[src/rtl/kdr_pkg.sv]
// Package: shared constants and types for the keyboard/display register block.
// Assumes a 16-bit word-addressed bus with single-cycle accesses.
package kdr_pkg;
    localparam int BUS_W    = 16;
    localparam int CHAR_W   = 8;
    localparam int FLAG_BIT = 15;

    localparam logic [15:0] ADR_KSTAT = 16'hF400;
    localparam logic [15:0] ADR_KDATA = 16'hF401;
    localparam logic [15:0] ADR_DSTAT = 16'hF3FC;
    localparam logic [15:0] ADR_DDATA = 16'hF3FF;

    typedef enum logic [2:0] {
        HIT_NONE,
        HIT_KSTAT,
        HIT_KDATA,
        HIT_DSTAT,
        HIT_DDATA
    } reg_hit_e;
endpackage

[src/rtl/kdr_decode.sv]
// Module: address decoder. It maps a bus access to one register and produces
// the two access strobes that carry side effects: a load of keyboard data and
// a store to display data. Assumes that one access lasts exactly one cycle.
module kdr_decode
    import kdr_pkg::*;
#(
    parameter int          ADDR_W = 16,
    parameter logic [ADDR_W-1:0] A_KSTAT = ADDR_W'(ADR_KSTAT),
    parameter logic [ADDR_W-1:0] A_KDATA = ADDR_W'(ADR_KDATA),
    parameter logic [ADDR_W-1:0] A_DSTAT = ADDR_W'(ADR_DSTAT),
    parameter logic [ADDR_W-1:0] A_DDATA = ADDR_W'(ADR_DDATA)
) (
    input  logic              sel,
    input  logic              we,
    input  logic [ADDR_W-1:0] addr,
    output reg_hit_e          hit,
    output logic              rd_kdata,
    output logic              wr_ddata
);
    // Register select from the address, qualified by the access strobe.
    always_comb begin
        hit = HIT_NONE;
        if (sel) begin
            unique case (addr)
                A_KSTAT: hit = HIT_KSTAT;
                A_KDATA: hit = HIT_KDATA;
                A_DSTAT: hit = HIT_DSTAT;
                A_DDATA: hit = HIT_DDATA;
                default: hit = HIT_NONE;
            endcase
        end
    end

    // Side-effect strobes.
    always_comb begin
        rd_kdata = (hit == HIT_KDATA) && !we;
        wr_ddata = (hit == HIT_DDATA) && we;
    end
endmodule

[src/rtl/kdr_key_chan.sv]
// Module: keyboard channel. It latches one key code and raises a full flag.
// It refuses keys while full and empties when the processor takes the code.
// Assumes the take strobe is asserted for one cycle per bus read.
module kdr_key_chan #(
    parameter int CHAR_W = 8
) (
    input  logic              clk,
    input  logic              rst_n,
    input  logic              key_valid,
    input  logic [CHAR_W-1:0] key_code,
    output logic              key_ready,
    input  logic              take,
    output logic              full,
    output logic [CHAR_W-1:0] code
);
    // The port accepts only while nothing is held.
    always_comb key_ready = !full;

    // Capture a key, or release the held key on a take.
    always_ff @(posedge clk) begin
        if (!rst_n) begin
            full <= 1'b0;
            code <= '0;
        end else if (key_valid && !full) begin
            full <= 1'b1;
            code <= key_code;
        end else if (take) begin
            full <= 1'b0;
        end
    end
endmodule

[src/rtl/kdr_disp_chan.sv]
// Module: display channel. A store starts a transfer on a valid/ready port.
// While a character is pending, further stores are dropped. Assumes the sink
// follows the usual rule that valid is not withdrawn before ready.
module kdr_disp_chan #(
    parameter int CHAR_W = 8
) (
    input  logic              clk,
    input  logic              rst_n,
    input  logic              start,
    input  logic [CHAR_W-1:0] start_char,
    output logic              out_valid,
    output logic [CHAR_W-1:0] out_char,
    input  logic              out_ready,
    output logic              idle
);
    logic busy;

    // Status and port view of the pending state.
    always_comb begin
        out_valid = busy;
        idle      = !busy;
    end

    // Load on a store when idle, and drain when the sink accepts.
    always_ff @(posedge clk) begin
        if (!rst_n) begin
            busy     <= 1'b0;
            out_char <= '0;
        end else if (!busy && start) begin
            busy     <= 1'b1;
            out_char <= start_char;
        end else if (busy && out_ready) begin
            busy <= 1'b0;
        end
    end
endmodule

[src/rtl/kdr_rdmux.sv]
// Module: read-data multiplexer. It forms the word for the selected register
// and zero-fills all bits that are not implemented. It is purely combinational.
module kdr_rdmux
    import kdr_pkg::*;
#(
    parameter int BUS_W    = 16,
    parameter int CHAR_W   = 8,
    parameter int FLAG_BIT = 15
) (
    input  reg_hit_e          hit,
    input  logic              kfull,
    input  logic [CHAR_W-1:0] kcode,
    input  logic              didle,
    input  logic [CHAR_W-1:0] dchar,
    output logic [BUS_W-1:0]  rdata
);
    localparam int PAD_W = BUS_W - CHAR_W;

    // Word assembly per register.
    always_comb begin
        rdata = '0;
        unique case (hit)
            HIT_KSTAT: rdata[FLAG_BIT] = kfull;
            HIT_KDATA: rdata = {{PAD_W{1'b0}}, kcode};
            HIT_DSTAT: rdata[FLAG_BIT] = didle;
            HIT_DDATA: rdata = {{PAD_W{1'b0}}, dchar};
            default:   rdata = '0;
        endcase
    end
endmodule

[src/rtl/kbd_disp_regs.sv]
// Module: top of the keyboard/display register block. It joins the decoder,
// the two channels and the read multiplexer. Assumes single-cycle bus
// accesses and a synchronous active-low reset.
module kbd_disp_regs
    import kdr_pkg::*;
#(
    parameter int BUS_W    = kdr_pkg::BUS_W,
    parameter int CHAR_W   = kdr_pkg::CHAR_W,
    parameter int FLAG_BIT = kdr_pkg::FLAG_BIT
) (
    input  logic              clk,
    input  logic              rst_n,
    input  logic              bus_sel,
    input  logic              bus_we,
    input  logic [BUS_W-1:0]  bus_addr,
    input  logic [BUS_W-1:0]  bus_wdata,
    output logic [BUS_W-1:0]  bus_rdata,
    input  logic              key_valid,
    input  logic [CHAR_W-1:0] key_code,
    output logic              key_ready,
    output logic              out_valid,
    output logic [CHAR_W-1:0] out_char,
    input  logic              out_ready
);
    reg_hit_e          hit;
    logic              rd_kdata;
    logic              wr_ddata;
    logic              kfull;
    logic [CHAR_W-1:0] kcode;
    logic              didle;

    kdr_decode #(.ADDR_W(BUS_W)) u_dec (
        .sel      (bus_sel),
        .we       (bus_we),
        .addr     (bus_addr),
        .hit      (hit),
        .rd_kdata (rd_kdata),
        .wr_ddata (wr_ddata)
    );

    kdr_key_chan #(.CHAR_W(CHAR_W)) u_key (
        .clk       (clk),
        .rst_n     (rst_n),
        .key_valid (key_valid),
        .key_code  (key_code),
        .key_ready (key_ready),
        .take      (rd_kdata),
        .full      (kfull),
        .code      (kcode)
    );

    kdr_disp_chan #(.CHAR_W(CHAR_W)) u_disp (
        .clk        (clk),
        .rst_n      (rst_n),
        .start      (wr_ddata),
        .start_char (bus_wdata[CHAR_W-1:0]),
        .out_valid  (out_valid),
        .out_char   (out_char),
        .out_ready  (out_ready),
        .idle       (didle)
    );

    kdr_rdmux #(.BUS_W(BUS_W), .CHAR_W(CHAR_W), .FLAG_BIT(FLAG_BIT)) u_rd (
        .hit   (hit),
        .kfull (kfull),
        .kcode (kcode),
        .didle (didle),
        .dchar (out_char),
        .rdata (bus_rdata)
    );
endmodule

[config.mk]
export PLATFORM = sky130hd
export DESIGN_NAME = kbd_disp_regs
export DESIGN_NICKNAME = d
export VERILOG_FILES = /design/src/rtl/kdr_pkg.sv /design/src/rtl/kdr_decode.sv /design/src/rtl/kdr_key_chan.sv /design/src/rtl/kdr_disp_chan.sv /design/src/rtl/kdr_rdmux.sv /design/src/rtl/kbd_disp_regs.sv
export SDC_FILE = /design/constraint.sdc
export NUM_CORES = 1
export LEC_CHECK = 0
export ABC_AREA = 1
export BUFFER_PORTS_ARGS = -buffer_cell sky130_fd_sc_hd__buf_4
export CELL_PAD_IN_SITES_DETAIL_PLACEMENT = 0
export CELL_PAD_IN_SITES_GLOBAL_PLACEMENT = 1
export CORE_UTILIZATION = 28
export DETAILED_ROUTE_END_ITERATION = 16
export GPL_TIMING_DRIVEN = 0
export PLACE_DENSITY_LB_ADDON = 0.1
export SLEW_MARGIN = 15
export SYNTH_ARGS = -nofsm -noshare
export SYNTH_HDL_FRONTEND = slang
export SYNTH_SLANG_ARGS = --single-unit
[constraint.sdc]
create_clock -name clk -period 3.1 [get_ports clk]
set_clock_uncertainty 0.2 [all_clocks]
set_input_delay 0 -clock clk [delete_from_list [all_inputs] [get_ports clk]]
set_output_delay 0 -clock clk [all_outputs]
set_load 0.005 [all_outputs]
== Word-level counts from Yosys, hierarchy flattened ==
Index checks and enable logic that the tools add are counted.
Cells by class
  $add $sub $neg: 0
  $mul: 0
  divide/modulo/power cells: 0
  magnitude comparators: 0
  equal/unequal tests: 8
  shift operators: 0
  mux-type cells: 8
  bitwise gates (word level): 0
  reduce and logical (&&, ||, !) cells: 10
Operators by type and width (count)
  $eq A16 B16 Y1 const B: 4
  $pmux W8 S2: 1
  $pmux W3 S4: 1
  $eq A3 B2 Y1 const B: 2
  $logic_and A1 B1 Y1: 5
  $mux W1: 4
  $reduce_bool A2 Y1: 2
  $eq A3 B1 Y1 const B: 1
  $eq A3 B3 Y1 const B: 1
  $logic_not A1 Y1: 3
  $mux W3: 1
  $pmux W1 S2: 1
Word-level totals
  register bits after elaboration: 18
  latch bits: 0
  bits in writable memories: 0
  bits in read-only memories: 0
  bits of input ports: 46
  output and inout bits: 26
  logic and storage cells: 30
  memories: 0

== Longest topological paths before layout ==
  depth in word-level cells: 7
  depth in mapped cells: 10
  mapped depth without buffers: 10

== Hierarchy ==
From an unflattened synthesis, not the netlist that was laid out.
Second synthesis, totals
  cell total of the unflattened synthesis: 206
  area, all modules: 1239.9 µm²
By module, submodules not included
  kdr_disp_chan: instances 1, cells each 58, area an instance 396.6 µm², sequential area each 180.2 µm²
  kdr_key_chan: instances 1, cells each 58, area an instance 394.1 µm², sequential area each 180.2 µm²
  kdr_rdmux: instances 1, cells each 43, area an instance 245.2 µm², sequential area each 0.0 µm²
  kdr_decode: instances 1, cells each 47, area an instance 203.9 µm², sequential area each 0.0 µm²

== Least setup slack after synthesis ==
OpenSTA, ideal clock, no wires.
  kind: register -> register
  from: register u_disp.busy (netlist: u_disp.out_valid)
  to: register u_disp.out_char[7]
  setup time: 0.116 ns
  arrival: 0.866 ns
  data required time: 2.784 ns
  setup slack: 1.918 ns
  cell stages (with the launch flop): 6
  buffers on the path: 1
  period minus slack after synthesis: 1.182 ns
  cells stage by stage: dfxtp_1 > nor2_1 > nand3_2 > buf_6 > o21ai_2 > a21oi_1
On the way
  word-level cells in the longest chain between the ends: 2
Ends and longest elaborated chain
  from (decl): line kdr_disp_chan.sv:16  | logic busy;
  from (signal assigned): line kdr_disp_chan.sv:27  | busy <= 1'b0;
  from (signal assigned): line kdr_disp_chan.sv:30  | busy <= 1'b1;
  from (signal assigned): line kdr_disp_chan.sv:33  | busy <= 1'b0;
  $logic_not A1 Y1: line kdr_disp_chan.sv:29  | end else if (!busy && start) begin
  $logic_and A1 B1 Y1: line kdr_disp_chan.sv:29
  to (signal assigned): line kdr_disp_chan.sv:31  | out_char <= start_char;
  to (decl): line kdr_disp_chan.sv:12  | output logic [CHAR_W-1:0] out_char,
No other way between the ends.
A chain may end at the register's enable or synchronous reset.

== Worst setup path after layout ==
  from: input bus_sel
  to: register u_disp.out_char[4]
On the way
  word-level cells in the longest chain between the ends: 4
Ends and longest elaborated chain
  from (decl): line kbd_disp_regs.sv:13  | input logic bus_sel,
  $mux W3: line kdr_decode.sv:23  | if (sel) begin
  $eq A3 B3 Y1: line kdr_decode.sv:37  | wr_ddata = (hit == HIT_DDATA) && we;
  $logic_and A1 B1 Y1: line kdr_decode.sv:37
  $logic_and A1 B1 Y1: line kdr_disp_chan.sv:29
No other way between the ends.

==> qor.txt <==
vias in the first global route: 1205
total CTS buffers: 3
crit share post-route: 68.1%
Max Fclk: 0.474 GHz
fin crit period: 2.11 ns
hold-fix buffers at CTS: 26
Final Core Density: 51.3%
TNS Setup: 0 ns
footprint of the multi-input gates: 561 sq um
total number of H-tree levels: 1
FF+latch area: 360 sq um
critical path required time: 3.05 ns
Synth cell types: 20
largest net degree at the start of global routing: 11
Sink Count: 18
WHS Path Cells: 3
Reg2Reg Depth: 5
clk root buf: clkbuf_8
number of remaining DRC errors: 0
peak supply drop: 0.230 mV
Hold Crit Class: primary input to register
row count: 22
final hold slack: 0.0507 ns
Max Root-Sink Buffers: 2
Buffers on Ports: 56
Top-Level Pins: 72
post-route ant nets: 0
drt initial violations: 48
filler instances: 384
P_leak: 0.906 nW
Resize count post-CTS: 0
Worst-path clk slew: 0.07 ns
Initial Util: 29.4%
final WL: 3100 um
All-Layer GR Usage: 16.7%
Die Y: 64.0 um
fin. max-slew vios: 0
Post-CTS Setup Inserts: 0
Worst Setup End Kind: register
WL/cell: 9.92 um
first-pass detailed-route iteration total: 4
vias per cell: 4.10
CTS tree: yes
Clk Latency, worst-skew pair: 0.26 ns
Area Overhead vs Synth: 74.9%
RSZ-0062 raised after global routing: false
n_diodes: 0
Seq/Total Area, Yosys: 33.5%
CP Launch Type: primary input
Synth Register Bits: 18
Vias: 1284
Total Power: 0.527 mW
layout cells sized above 1: 29.8%
outcome: completed
die footprint: 4090 sq um
Layout Nets: 313
final HPWL from detailed placement: 2200 um
arrival time at the worst endpoint: 2.06 ns
final hold vios: 0
Yosys Warn Count: 0
Final Setup Violations: 0
Crit Path Class: primary input to register
gp weighted congestion: 0.707
global-route wire length before repair: 5290 um
initial antenna violation count: 0
grt ovf: 0
Synth Area per Inst: 6.18 sq um
core area: 3660 sq um
max_cap viols: 0
Die X: 64.0 um
Gate Count Post-Synth: 174
CP max FO: 8
P per Cell Area: 280 nW/um^2
mapped cell area: 1070 sq um
## kinds of logic after synthesis
family | count (synthesis) | share of synthesized area (%)
other | 1 | 0.349
AO/OA/AOI/OAI | 36 | 17.1
flip-flops | 18 | 33.5
AND/OR/NAND/NOR | 81 | 32.6
buffers and inverters | 38 | 16.4
## sequential cells by signal, summed over array words and instances (netlist names)
signal,count
u_disp.out_char,8
u_key.code,8
u_disp.out_valid,1
u_key.full,1
## cell usage after synthesis
cell | instances | area [sq um]
o21ai_1 | 8 | 40.0
inv_2 | 1 | 3.75
nand3_2 | 1 | 10.0
nand2_2 | 3 | 18.8
nand4_1 | 1 | 6.26
o21ai_2 | 1 | 8.76
a21oi_1 | 11 | 55.1
buf_6 | 1 | 11.3
nor2_1 | 35 | 131
o21ai_0 | 16 | 80.1
inv_1 | 28 | 105
nand2_1 | 34 | 128
buf_4 | 7 | 52.6
nor2_4 | 2 | 22.5
conb_1 | 1 | 3.75
nor3_2 | 1 | 10.0
nor2_2 | 3 | 18.8
dfxtp_1 | 18 | 360
nand3_1 | 1 | 5.00
buf_1 | 1 | 3.75
## layout make-up
class	instances	share of cell area, %
buffer	9	3.60
clock buffer	3	2.20
inverter	29	5.79
multi-input combinational	124	29.8
sequential	18	19.2
tap	48	3.20
timing repair buffer	82	36.2
## path summary, 6_finish.rpt
kind	from	endpoint	slack, ns
setup / recovery	bus_sel	u_disp.out_char[4]	0.99
hold / removal	key_valid	u_key.full	0.05
setup reg to reg	u_disp.out_valid	u_disp.out_char[4]	1.24
hold reg to reg	u_disp.out_char[5]	u_disp.out_char[5]	0.27
## per-layer routing
metal  vias to the layer above  global-route usage, %  share of wire [%]
li1                        701                      -                  -
met1                       549                   20.3                 47
met2                        30                   28.7                 47
met3                         4                   4.46                4.8
met4                         0                   4.26                1.0
met5                         -                      0                  0
## power breakdown
| group | internal [mW] | switching, mW |
|---|---|---|
| clock network | 0.0864 | 0.0778 |
| logic | 0.0705 | 0.0461 |
| registers | 0.241 | 0.00487 |
## layout by cell type (no fill, tap or decap), drive strengths merged, types with 3 or more instances in the layout
| master | netlist | routed |
|---|---|---|
| dlygate4sd3 | 0 | 26 |
| conb | 1 | 7 |
| a21oi | 11 | 11 |
| buf | 9 | 65 |
| nor2 | 40 | 40 |
| dfxtp | 18 | 18 |
| nand2 | 37 | 37 |
| o21ai | 25 | 25 |
| inv | 29 | 29 |
| clkbuf | 0 | 3 |
## critical path: stages
cell           delay [ns]
dlygate4sd3_1        0.53
buf_4                0.13
nand3_1              0.09
nor3_2               0.23
nand3_2              0.22
o21ai_0              0.24
dlygate4sd3_1        0.59
a21oi_1              0.04
## per-stage QoR
| stage | instances | cell area [sq um] | setup WS [ns] |
|---|---|---|---|
| floorplan | 180 | 1100 | 1.92 |
| global placement | 284 | 1580 | 1.70 |
| detailed placement | 284 | 1580 | 1.71 |
| CTS | 313 | 1880 | 1.06 |
| global route | 313 | 1880 | 0.850 |
| finish | 313 | 1880 | 0.990 |
(Power assumes the default switching activity.)
